[src/rtl/iova_pkg.sv]
package iova_pkg;

    localparam int unsigned PAGE_SH   = 12;
    localparam int unsigned L1_LSB    = 25;
    localparam int unsigned L2_IW     = L1_LSB - PAGE_SH;
    localparam int unsigned INV_SH    = 14;

    // register selects (above the first-level bank)
    localparam logic [6:0] SEL_WINDOW = 7'd64;
    localparam logic [6:0] SEL_CMD    = 7'd65;
    localparam logic [6:0] SEL_INVAL  = 7'd66;

    localparam int unsigned EN_BIT    = 8;

    typedef enum logic [1:0] {
        W_IDLE,
        W_FETCH,
        W_WAIT
    } walk_state_e;

    typedef enum logic [2:0] {
        K_BYPASS,
        K_FAULT,
        K_HIT,
        K_BIG,
        K_WALK
    } req_kind_e;

endpackage

[src/rtl/iova_cfg_regs.sv]
module iova_cfg_regs
    import iova_pkg::*;
#(
    parameter int unsigned L1_N   = 64,
    parameter int unsigned CFG_AW = 7,
    parameter int unsigned INV_W  = 26
) (
    input  logic                     clk,
    input  logic                     rst_n,
    input  logic                     cfg_we,
    input  logic [CFG_AW-1:0]        cfg_addr,
    input  logic [31:0]              cfg_wdata,
    input  logic [$clog2(L1_N)-1:0]  l1_idx,
    output logic [31:0]              l1_entry,
    output logic [1:0]               win_code,
    output logic                     xl_en,
    output logic                     inv_en,
    output logic [INV_W-1:0]         inv_region
);

    localparam int unsigned IW = $clog2(L1_N);

    logic [31:0] l1_q [L1_N];

    for (genvar g = 0; g < L1_N; g++) begin : g_l1
        always_ff @(posedge clk) begin
            if (!rst_n) begin
                l1_q[g] <= '0;
            end else if (cfg_we && cfg_addr == CFG_AW'(g)) begin
                l1_q[g] <= cfg_wdata;
            end
        end
    end

    always_ff @(posedge clk) begin
        if (!rst_n) begin
            win_code <= 2'd0;
            xl_en    <= 1'b0;
        end else if (cfg_we) begin
            if (cfg_addr == SEL_WINDOW) win_code <= cfg_wdata[1:0];
            if (cfg_addr == SEL_CMD)    xl_en    <= cfg_wdata[EN_BIT];
        end
    end

    assign l1_entry   = l1_q[l1_idx[IW-1:0]];
    assign inv_en     = cfg_we && (cfg_addr == SEL_INVAL);
    assign inv_region = cfg_wdata[INV_W-1:0];

endmodule

[src/rtl/iova_tlb.sv]
module iova_tlb #(
    parameter int unsigned ENTRIES = 8,
    parameter int unsigned TAG_W   = 28,
    parameter int unsigned DATA_W  = 32
) (
    input  logic              clk,
    input  logic              rst_n,
    input  logic [TAG_W-1:0]  lk_tag,
    output logic              lk_hit,
    output logic [DATA_W-1:0] lk_data,
    input  logic              fill_en,
    input  logic [TAG_W-1:0]  fill_tag,
    input  logic [DATA_W-1:0] fill_data,
    input  logic              inv_en,
    input  logic [TAG_W-3:0]  inv_region
);

    localparam int unsigned PW = (ENTRIES > 1) ? $clog2(ENTRIES) : 1;

    logic [ENTRIES-1:0] vld_q;
    logic [TAG_W-1:0]   tag_q  [ENTRIES];
    logic [DATA_W-1:0]  data_q [ENTRIES];
    logic [PW-1:0]      rr_q;
    logic [ENTRIES-1:0] match;

    for (genvar g = 0; g < ENTRIES; g++) begin : g_ent
        assign match[g] = vld_q[g] && (tag_q[g] == lk_tag);

        always_ff @(posedge clk) begin
            if (!rst_n) begin
                vld_q[g]  <= 1'b0;
                tag_q[g]  <= '0;
                data_q[g] <= '0;
            end else begin
                if (inv_en && tag_q[g][TAG_W-1:2] == inv_region) begin
                    vld_q[g] <= 1'b0;
                end
                if (fill_en && rr_q == PW'(g)) begin
                    vld_q[g]  <= 1'b1;
                    tag_q[g]  <= fill_tag;
                    data_q[g] <= fill_data;
                end
            end
        end
    end

    always_ff @(posedge clk) begin
        if (!rst_n) begin
            rr_q <= '0;
        end else if (fill_en) begin
            rr_q <= (rr_q == PW'(ENTRIES - 1)) ? '0 : rr_q + 1'b1;
        end
    end

    always_comb begin
        lk_data = '0;
        for (int i = 0; i < ENTRIES; i++) begin
            if (match[i]) lk_data = lk_data | data_q[i];
        end
    end

    assign lk_hit = |match;

endmodule

[src/rtl/iova_walk_fsm.sv]
module iova_walk_fsm
    import iova_pkg::*;
#(
    parameter int unsigned BUS_AW = 40,
    parameter int unsigned PPN_W  = 30,
    parameter int unsigned PA_AW  = PPN_W + PAGE_SH,
    parameter int unsigned TAG_W  = BUS_AW - PAGE_SH
) (
    input  logic               clk,
    input  logic               rst_n,
    input  logic               req_valid,
    output logic               req_ready,
    input  logic [BUS_AW-1:0]  req_addr,
    input  logic               xl_en,
    input  logic [1:0]         win_code,
    input  logic [31:0]        l1_entry,
    input  logic               tlb_hit,
    input  logic [PPN_W+1:0]   tlb_data,
    input  logic               inv_en,
    input  logic [TAG_W-3:0]   inv_region,
    output logic               mem_req_valid,
    input  logic               mem_req_ready,
    output logic [PA_AW-1:0]   mem_req_addr,
    input  logic               mem_rsp_valid,
    input  logic [31:0]        mem_rsp_data,
    output logic               rsp_valid,
    output logic               rsp_fault,
    output logic [PA_AW-1:0]   rsp_pa,
    output logic               rsp_cached,
    output logic               rsp_prio,
    output logic               fill_en,
    output logic [TAG_W-1:0]   fill_tag,
    output logic [PPN_W+1:0]   fill_data
);

    walk_state_e state_q, state_d;
    req_kind_e   kind;

    logic                in_win;
    logic                accept;
    logic [TAG_W-1:0]    req_tag;
    logic [PPN_W-1:0]    big_ppn;
    logic                req_inv_hit;
    logic                walk_inv_hit;
    logic                walk_done;

    logic [TAG_W-1:0]    w_tag_q;
    logic [PAGE_SH-1:0]  w_off_q;
    logic [PA_AW-1:0]    w_addr_q;
    logic                w_kill_q;

    assign req_tag = req_addr[BUS_AW-1:PAGE_SH];
    assign accept  = req_valid && req_ready;

    // window test, base at zero
    always_comb begin
        unique case (win_code)
            2'd0:    in_win = (req_addr >> 28) == '0;
            2'd1:    in_win = (req_addr >> 31) == '0;
            2'd3:    in_win = (req_addr >> 37) == '0;
            default: in_win = 1'b0;
        endcase
    end

    always_comb begin
        if (!xl_en)              kind = K_BYPASS;
        else if (!in_win)        kind = K_FAULT;
        else if (tlb_hit)        kind = K_HIT;
        else if (!l1_entry[30])  kind = K_FAULT;
        else if (l1_entry[31])   kind = K_BIG;
        else                     kind = K_WALK;
    end

    assign big_ppn = {l1_entry[PPN_W-1:2], 2'b00}
                   + PPN_W'(req_addr[L1_LSB-1:PAGE_SH]);

    assign req_inv_hit  = inv_en && (req_tag[TAG_W-1:2] == inv_region);
    assign walk_inv_hit = inv_en && (w_tag_q[TAG_W-1:2] == inv_region);
    assign walk_done    = (state_q == W_WAIT) && mem_rsp_valid;

    // state register
    always_ff @(posedge clk) begin
        if (!rst_n) state_q <= W_IDLE;
        else        state_q <= state_d;
    end

    // next state and outputs
    always_comb begin
        state_d       = state_q;
        req_ready     = 1'b0;
        mem_req_valid = 1'b0;
        unique case (state_q)
            W_IDLE: begin
                req_ready = 1'b1;
                if (req_valid && kind == K_WALK) state_d = W_FETCH;
            end
            W_FETCH: begin
                mem_req_valid = 1'b1;
                if (mem_req_ready) state_d = W_WAIT;
            end
            W_WAIT: begin
                if (mem_rsp_valid) state_d = W_IDLE;
            end
            default: state_d = W_IDLE;
        endcase
    end

    assign mem_req_addr = w_addr_q;

    // walk context
    always_ff @(posedge clk) begin
        if (!rst_n) begin
            w_tag_q  <= '0;
            w_off_q  <= '0;
            w_addr_q <= '0;
            w_kill_q <= 1'b0;
        end else if (accept && kind == K_WALK) begin
            w_tag_q  <= req_tag;
            w_off_q  <= req_addr[PAGE_SH-1:0];
            w_addr_q <= {l1_entry[PPN_W-1:0], {PAGE_SH{1'b0}}}
                      + PA_AW'({req_addr[L1_LSB-1:PAGE_SH], 2'b00});
            w_kill_q <= req_inv_hit;
        end else if (state_q != W_IDLE && walk_inv_hit) begin
            w_kill_q <= 1'b1;
        end
    end

    // response register
    always_ff @(posedge clk) begin
        if (!rst_n) begin
            rsp_valid  <= 1'b0;
            rsp_fault  <= 1'b0;
            rsp_pa     <= '0;
            rsp_cached <= 1'b0;
            rsp_prio   <= 1'b0;
        end else begin
            rsp_valid  <= 1'b0;
            rsp_fault  <= 1'b0;
            rsp_pa     <= '0;
            rsp_cached <= 1'b0;
            rsp_prio   <= 1'b0;
            if (accept && kind != K_WALK) begin
                rsp_valid <= 1'b1;
                unique case (kind)
                    K_BYPASS: rsp_pa <= PA_AW'(req_addr);
                    K_HIT: begin
                        rsp_pa     <= {tlb_data[PPN_W+1:2], req_addr[PAGE_SH-1:0]};
                        rsp_cached <= tlb_data[1];
                        rsp_prio   <= tlb_data[0];
                    end
                    K_BIG: begin
                        rsp_pa     <= {big_ppn, req_addr[PAGE_SH-1:0]};
                        rsp_cached <= l1_entry[1];
                        rsp_prio   <= l1_entry[0];
                    end
                    default: rsp_fault <= 1'b1;
                endcase
            end else if (walk_done) begin
                rsp_valid <= 1'b1;
                if (mem_rsp_data[31]) begin
                    rsp_pa     <= {mem_rsp_data[PPN_W-1:0], w_off_q};
                    rsp_cached <= mem_rsp_data[30];
                end else begin
                    rsp_fault  <= 1'b1;
                end
            end
        end
    end

    // TLB fill on successful translations only
    always_comb begin
        fill_en   = 1'b0;
        fill_tag  = req_tag;
        fill_data = {big_ppn, l1_entry[1], l1_entry[0]};
        if (accept && kind == K_BIG && !req_inv_hit) begin
            fill_en = 1'b1;
        end else if (walk_done && mem_rsp_data[31] && !w_kill_q && !walk_inv_hit) begin
            fill_en   = 1'b1;
            fill_tag  = w_tag_q;
            fill_data = {mem_rsp_data[PPN_W-1:0], mem_rsp_data[30], 1'b0};
        end
    end

endmodule

[src/rtl/iova_xlate.sv]
module iova_xlate
    import iova_pkg::*;
#(
    parameter int unsigned BUS_AW = 40,
    parameter int unsigned PPN_W  = 30,
    parameter int unsigned TLB_N  = 8,
    parameter int unsigned L1_N   = 64,
    localparam int unsigned PA_AW  = PPN_W + PAGE_SH,
    localparam int unsigned CFG_AW = $clog2(L1_N) + 1
) (
    input  logic               clk,
    input  logic               rst_n,
    input  logic               cfg_we,
    input  logic [CFG_AW-1:0]  cfg_addr,
    input  logic [31:0]        cfg_wdata,
    input  logic               req_valid,
    output logic               req_ready,
    input  logic [BUS_AW-1:0]  req_addr,
    output logic               rsp_valid,
    output logic               rsp_fault,
    output logic [PA_AW-1:0]   rsp_pa,
    output logic               rsp_cached,
    output logic               rsp_prio,
    output logic               mem_req_valid,
    input  logic               mem_req_ready,
    output logic [PA_AW-1:0]   mem_req_addr,
    input  logic               mem_rsp_valid,
    input  logic [31:0]        mem_rsp_data
);

    localparam int unsigned TAG_W = BUS_AW - PAGE_SH;
    localparam int unsigned L1_IW = $clog2(L1_N);

    logic [31:0]        l1_entry;
    logic [1:0]         win_code;
    logic               xl_en;
    logic               inv_en;
    logic [TAG_W-3:0]   inv_region;
    logic               tlb_hit;
    logic [PPN_W+1:0]   tlb_data;
    logic               fill_en;
    logic [TAG_W-1:0]   fill_tag;
    logic [PPN_W+1:0]   fill_data;

    iova_cfg_regs #(
        .L1_N   (L1_N),
        .CFG_AW (CFG_AW),
        .INV_W  (TAG_W - 2)
    ) cfg_i (
        .clk        (clk),
        .rst_n      (rst_n),
        .cfg_we     (cfg_we),
        .cfg_addr   (cfg_addr),
        .cfg_wdata  (cfg_wdata),
        .l1_idx     (req_addr[L1_LSB+L1_IW-1:L1_LSB]),
        .l1_entry   (l1_entry),
        .win_code   (win_code),
        .xl_en      (xl_en),
        .inv_en     (inv_en),
        .inv_region (inv_region)
    );

    iova_tlb #(
        .ENTRIES (TLB_N),
        .TAG_W   (TAG_W),
        .DATA_W  (PPN_W + 2)
    ) tlb_i (
        .clk        (clk),
        .rst_n      (rst_n),
        .lk_tag     (req_addr[BUS_AW-1:PAGE_SH]),
        .lk_hit     (tlb_hit),
        .lk_data    (tlb_data),
        .fill_en    (fill_en),
        .fill_tag   (fill_tag),
        .fill_data  (fill_data),
        .inv_en     (inv_en),
        .inv_region (inv_region)
    );

    iova_walk_fsm #(
        .BUS_AW (BUS_AW),
        .PPN_W  (PPN_W),
        .PA_AW  (PA_AW),
        .TAG_W  (TAG_W)
    ) fsm_i (
        .clk           (clk),
        .rst_n         (rst_n),
        .req_valid     (req_valid),
        .req_ready     (req_ready),
        .req_addr      (req_addr),
        .xl_en         (xl_en),
        .win_code      (win_code),
        .l1_entry      (l1_entry),
        .tlb_hit       (tlb_hit),
        .tlb_data      (tlb_data),
        .inv_en        (inv_en),
        .inv_region    (inv_region),
        .mem_req_valid (mem_req_valid),
        .mem_req_ready (mem_req_ready),
        .mem_req_addr  (mem_req_addr),
        .mem_rsp_valid (mem_rsp_valid),
        .mem_rsp_data  (mem_rsp_data),
        .rsp_valid     (rsp_valid),
        .rsp_fault     (rsp_fault),
        .rsp_pa        (rsp_pa),
        .rsp_cached    (rsp_cached),
        .rsp_prio      (rsp_prio),
        .fill_en       (fill_en),
        .fill_tag      (fill_tag),
        .fill_data     (fill_data)
    );

endmodule

[config.mk]
export PLATFORM = sky130hd
export DESIGN_NAME = iova_xlate
export DESIGN_NICKNAME = d
export VERILOG_FILES = /design/src/rtl/iova_pkg.sv /design/src/rtl/iova_cfg_regs.sv /design/src/rtl/iova_tlb.sv /design/src/rtl/iova_walk_fsm.sv /design/src/rtl/iova_xlate.sv
export SDC_FILE = /design/constraint.sdc
export NUM_CORES = 2
export LEC_CHECK = 0
export BUFFER_PORTS_ARGS = -buffer_cell sky130_fd_sc_hd__clkbuf_2
export CAP_MARGIN = 0
export CORE_ASPECT_RATIO = 1.25
export CORE_MARGIN = 2
export CORE_UTILIZATION = 38
export CTS_BUF_LIST = sky130_fd_sc_hd__clkbuf_16
export DETAILED_ROUTE_END_ITERATION = 16
export PLACE_DENSITY = 0.58
export RECOVER_POWER = 25
export SLEW_MARGIN = 40
export SYNTH_ARGS = -nofsm -noshare
export SYNTH_HDL_FRONTEND = slang
export SYNTH_SLANG_ARGS = --single-unit
[constraint.sdc]
create_clock -name clk -period 11.41 [get_ports clk]
set_input_delay 2.282 -clock clk [delete_from_list [all_inputs] [get_ports clk]]
set_output_delay 2.282 -clock clk [all_outputs]
set_load 0.02 [all_outputs]
======== Yosys cells after proc, flatten, opt, wreduce, memory -nomap -nowiden ========
Memories as Yosys holds them, arrays and structs flattened.
Index checks and enable logic that the tools add are counted.
storage, ports and cells
  bits of input ports ..................... 117
  memories ................................ 3
  word-level logic and storage cells ...... 702
  output and inout bits ................... 90
  bits in registers ....................... 145
  memory bits (writable) .................. 2528
  ROM bits ................................ 0
  bits in latches ......................... 0
operators by class
  reduce and logical (&&, ||, !) cells .... 129
  multipliers ............................. 0
  divide/modulo/power cells ............... 0
  mux-type cells .......................... 357
  add/sub/neg operators ................... 3
  shifts and indexed selects .............. 0
  eq/ne operators ......................... 102
  $lt $le $gt $ge ......................... 0
  bitwise gates (word level) .............. 87
memory list
  name          depth  bits a word  rd ports  clocked after memory_dff  wr ports  RTL line             text
  cfg_i.l1_q    64     32           1         0                         64        iova_cfg_regs.sv:23  logic [31:0] l1_q [L1_N];
  tlb_i.data_q  8      32           8         0                         8         iova_tlb.sv:22       logic [DATA_W-1:0] data_q [ENTRIES];
  tlb_i.tag_q   8      28           8         0                         8         iova_tlb.sv:21       logic [TAG_W-1:0] tag_q [ENTRIES];
operator list
  cell                                                 count
  2-to-1 mux 32 bit                                    82
  2-to-1 mux 28 bit                                    10
  equality test 26 bit                                 10
  2-to-1 mux 1 bit                                     248
  equality test 28 bit                                 8
  equality test 7 x 6 -> 1 bit, second input constant  32
  bitwise OR 32 bit                                    7
  2-to-1 mux 42 bit                                    3
  one-hot mux 42 bit (3 select lines)                  1
  zero test 40 bit                                     3
  equality test 7 x 5 -> 1 bit, second input constant  16
  logical AND 1 bit                                    102
  bitwise OR 1 bit                                     80
  equality test 7 x 4 -> 1 bit, second input constant  8
  adder 42 x 15 -> 42 bit                              1
  adder 30 x 13 -> 30 bit                              1
  equality test 7 x 3 -> 1 bit, second input constant  4
  equality test 7 bit, second input constant           3
  nonzero test 2 bit                                   10
  2-to-1 mux 3 bit                                     6
  equality test 3 bit, second input constant           5
  equality test 7 x 2 -> 1 bit, second input constant  2
  equality test 3 x 2 -> 1 bit, second input constant  4
  OR reduction 8 bit                                   1
  other kinds (19)                                     31

======== Depth between registers and ports, before layout ========
  depth after elaboration ................. 19
  mapped depth ............................ 26

======== By module ========
A second synthesis with hierarchy kept.
second synthesis, totals
  cell total of the unflattened synthesis .. 8917
  area, all modules ....................... 126561.4 um^2
modules (own cells, without submodules)
  module         area each (um^2)  seq. area each (um^2)  cells an instance  instances
  iova_cfg_regs  93538.5           61559.0                5995               1
  iova_tlb       24995.2           14634.0                1989               1
  iova_walk_fsm  8027.7            2382.3                 933                1

======== Least setup slack after synthesis ========
OpenSTA, ideal clock, no wires.
  path kind ............................... input port to flip-flop
  start ................................... input req_addr[25]
  end ..................................... memory tlb_i.data_q[4][0] (netlist: tlb_i.data_q[1][0]) (enable)
  slack ................................... 1896 ps
  arrival time ............................ 8954 ps
  cell stages on the path ................. 14
  required time ........................... 10849 ps
  path buffers ............................ 6
  cells stage by stage .................... buf_6 buf_12 buf_6 buf_6 xor2_1 nor4_1 and4_1 clkbuf_1 nor4_2 nand4_4 o31ai_4 buf_2 nand2_1 o21ai_0
RTL lines
  what             RTL line          text
  start, declared  iova_xlate.sv:18  input logic [BUS_AW-1:0] req_addr,
  end, declared    iova_tlb.sv:22

==> results.json <==
{
  "result_of_the_run": "finished, violations left",
  "violations": "capacitance limit, slew limit",
  "final_core_utilization_pct": 42.6,
  "worst_setup_hold_path_clk_slew_ps": 60,
  "worst_setup_path_start_kind": "input pin",
  "fin_setup_tns_ps": 0,
  "clock-root-buffer": "sky130_fd_sc_hd__clkbuf_16",
  "floorplan.die.height_microns": 647,
  "post_synth.cell_area_avg_sq_um": 14.4,
  "clock_tree.buffer_depth": 4,
  "drive_above_1_share_pct": 17.4,
  "mean_routed_wirelength_per_cell_microns": 33.9,
  "timing.max_cap.violations": 52,
  "std_cell_rows": 236,
  "final_nets": 8851,
  "seq_area_frac_synth_pct": 62.6,
  "grt_antenna_before_repair": 41,
  "ys_types": 99,
  "ff_latch_area_sq_um": 78600,
  "crit_type": "input pin to register",
  "post-cts-setup-buffers": 0,
  "finalSetupViolCount": 0,
  "post-dp-hpwl_mm": 259,
  "critical_path_arrival_ps": 8680,
  "drt-vias-per-instance": 5.88,
  "synth-edff-count": 2528,
  "vdd_ir_drop_max_v": 0.000170,
  "async_reset_ff_share_pct": 0,
  "synthesis.yosys.warnings": 0,
  "fin_worst_hold_slack_ps": 455,
  "power_mw": 22.3,
  "layout.cells.most_common": "sky130_fd_sc_hd__edfxtp_1",
  "rsz0062_at_grt": "no",
  "vias_post_dr": 78400,
  "final_report_max_slew_violation_count": 1637,
  "grt_pass1_vias": 77600,
  "grt.overflow.total": 0,
  "core_sq_um": 330000,
  "chipWidth_microns": 518,
  "synthToLayoutAreaGrowth_pct": 11.8,
  "cts-hold-fix-buffers": 0,
  "clock_latency_ps": 900,
  "antenna_left": 0,
  "remaining_drc_errors": 0,
  "multiInputGateArea_sq_um": 43900,
  "synth_top_area_share_pct": 60.4,
  "grt_first_pass_wirelength_mm": 620,
  "synthTopCellsByArea": "sky130_fd_sc_hd__edfxtp_1 (60%), sky130_fd_sc_hd__and2_1 (10%), sky130_fd_sc_hd__mux4_2 (8.9%)",
  "worst_setup_path_end_kind": "register",
  "gpl.final_weighted_congestion": 0.913,
  "ys_dominant_reg_cell": "sky130_fd_sc_hd__edfxtp_1",
  "hold_viol_final": 0,
  "max_freq_mhz": 122,
  "worstPathRequired_ps": 11890,
  "p_leak_nw": 47.7,
  "cell_area_after_technology_mapping_sq_um": 126000,
  "timing.hold.worst.class": "register to register",
  "mostFrequentLayoutCells": "sky130_fd_sc_hd__edfxtp_1 (2528), sky130_fd_sc_hd__and2_1 (1559), sky130_fd_sc_hd__nor2_1 (586), sky130_fd_sc_hd__mux4_2 (498), sky130_fd_sc_hd__and2_0 (491)",
  "clkSinkCount": 2661,
  "place.port_buffers": 204,
  "clock_tree_from_tritoncts": "done",
  "crit_path_max_fanout": 34,
  "flops_latches_synth": 2661,
  "timing.final.crit_share_pct": 71.8,
  "n_fill_cell": 29700,
  "timing_worst_slew_pin_value_ps": 4650,
  "drt-pass1-iter-count": 7,
  "cts_htree_levels": 5,
  "grt_max_degree": 74,
  "period_needed_ps": 8190,
  "drt_first_iter_violations": 11200,
  "num_io_pins": 207,
  "cts_made_buffers": 279,
  "drt-total-wl_mm": 452,
  "slew-limit-headroom_pct": -210,
  "grt_usage_pct": 26.4,
  "die_area_sq_um": 335000,
  "skew_ps": 74.1,
  "post_cts_resized": 0,
  "pwr_density_cell_nw_per_um2": 159,
  "post_synth_inst_count": 8697,
  "start_util_pct": 38.1,
  "post-synth-top-area-cell": "sky130_fd_sc_hd__edfxtp_1"
}
[cell families (layout without fill, tap and decap cells)]
logic type	count (synthesis)	count (layout)	synth area share, %
buffers and inverters	842	1052	3.46
muxes	702	702	11.8
xor gates and xnor gates	533	533	3.72
adders and majority gates	22	22	0.231
other	1	23	0.00299
AOI/OAI and AO/OA	560	560	3.07
and+or+nand+nor	3376	3376	15.2
DFF	2661	2661	62.6
[path summary, 6_finish.rpt]
check / from / end / slack, ps / cells after the start
setup / recovery: req_addr[25] / tlb_i.tag_q[0][15]$_SDFFCE_PN0P_ / 3220 / 13
hold / removal: fsm_i.w_off_q[10]$_SDFFE_PN0P_ / fsm_i.w_off_q[10]$_SDFFE_PN0P_ / 460 / 2
setup reg to reg: tlb_i.tag_q[0][15]$_SDFFCE_PN0P_ / tlb_i.tag_q[0][15]$_SDFFCE_PN0P_ / 5590 / 11
hold reg to reg: fsm_i.w_off_q[10]$_SDFFE_PN0P_ / fsm_i.w_off_q[10]$_SDFFE_PN0P_ / 460 / 2
[power breakdown]
group	switching [mW]	internal (mW)
combinational	1.53	0.701
clock	3.88	4.92
sequential	0.139	11.1
total	5.56	16.7
[final cells by class]
class,count,share of cell area [%]
Sequential cell,2661,55.9
Antenna cell,21,0.0374
Timing Repair Buffer,534,2.64
Tap cell,4403,3.92
Multi-Input combinational cell,5195,31.3
Inverter,41,0.112
Clock buffer,291,5.18
Clock inverter,186,0.869
[registers in the layout (all words and copies together) (netlist names)]
signal and cells:
tlb_i.tag_q 224, cfg_i.l1_q 2048, fsm_i.mem_req_addr 30, fsm_i.rsp_prio 1
cfg_i.xl_en 1, tlb_i.rr_q 3, fsm_i.state_q 2, fsm_i.rsp_cached 1
fsm_i.w_tag_q 28, tlb_i.vld_q 8, fsm_i.w_kill_q 1, fsm_i.rsp_fault 1
fsm_i.rsp_pa 42, fsm_i.w_off_q 12, cfg_i.win_code 2, fsm_i.rsp_valid 1
tlb_i.data_q 256
[metal layers]
layer | vias up | wire, microns | global-route usage (%)
met3 | 1120 | 48000 | 5.81
met2 | 4867 | 213000 | 43.6
met4 | 16 | 28600 | 13.7
met1 | 40600 | 162000 | 32.6
li1 | 31800 | - | -
met5 | - | 115 | 0
[worst max-delay path, stage by stage]
cell                      delay [ps]
sky130_fd_sc_hd__buf_8           320
sky130_fd_sc_hd__buf_12          320
sky130_fd_sc_hd__buf_4           620
sky130_fd_sc_hd__xor2_1          200
sky130_fd_sc_hd__nor4_1           80
sky130_fd_sc_hd__and4_2          230
sky130_fd_sc_hd__buf_4           290
sky130_fd_sc_hd__nor4_2          720
sky130_fd_sc_hd__nand4_4         680
sky130_fd_sc_hd__o31ai_4         900
sky130_fd_sc_hd__nand2_1         350
sky130_fd_sc_hd__o21ai_4         700
sky130_fd_sc_hd__buf_4           570
[stage by stage]
step / instances / worst slack, ps / cell area [sq um]
floorplan: 8698 / 1900 / 126000
global placement: 12800 / 2110 / 132000
detailed placement: 12800 / 2520 / 132000
CTS: 13300 / 3390 / 141000
global route: 13300 / 3070 / 140000
finish: 13300 / 3220 / 140000
[cell usage after synthesis, types with 13 or more instances]
library cell                  n
sky130_fd_sc_hd__and2_1    2053
sky130_fd_sc_hd__buf_4       56
sky130_fd_sc_hd__mux2i_1     95
sky130_fd_sc_hd__edfxtp_1  2528
sky130_fd_sc_hd__buf_12      13
sky130_fd_sc_hd__nand4_1     97
sky130_fd_sc_hd__a22oi_1    100
sky130_fd_sc_hd__a222oi_1    16
sky130_fd_sc_hd__inv_1       35
sky130_fd_sc_hd__nand2_1    243
sky130_fd_sc_hd__mux4_1      88
sky130_fd_sc_hd__a22o_1      41
sky130_fd_sc_hd__o21ai_0    104
sky130_fd_sc_hd__nand3_1     49
sky130_fd_sc_hd__ha_1        20
sky130_fd_sc_hd__a211oi_1    28
sky130_fd_sc_hd__nor4_1     100
sky130_fd_sc_hd__xnor2_1    275
sky130_fd_sc_hd__a221oi_1    45
sky130_fd_sc_hd__buf_6       57
sky130_fd_sc_hd__a31oi_1     22
sky130_fd_sc_hd__buf_1       39
sky130_fd_sc_hd__clkbuf_1   541
sky130_fd_sc_hd__and3_1      20
sky130_fd_sc_hd__nor3_1      22
sky130_fd_sc_hd__mux4_2     498
sky130_fd_sc_hd__nor2_1     645
sky130_fd_sc_hd__buf_2       70
sky130_fd_sc_hd__a21oi_1    109
sky130_fd_sc_hd__nor2b_1     43
sky130_fd_sc_hd__nand2b_1    22
sky130_fd_sc_hd__dfxtp_1    133
sky130_fd_sc_hd__o22ai_1     21
sky130_fd_sc_hd__xor2_1     258
Power figures use the tool's default switching activity.
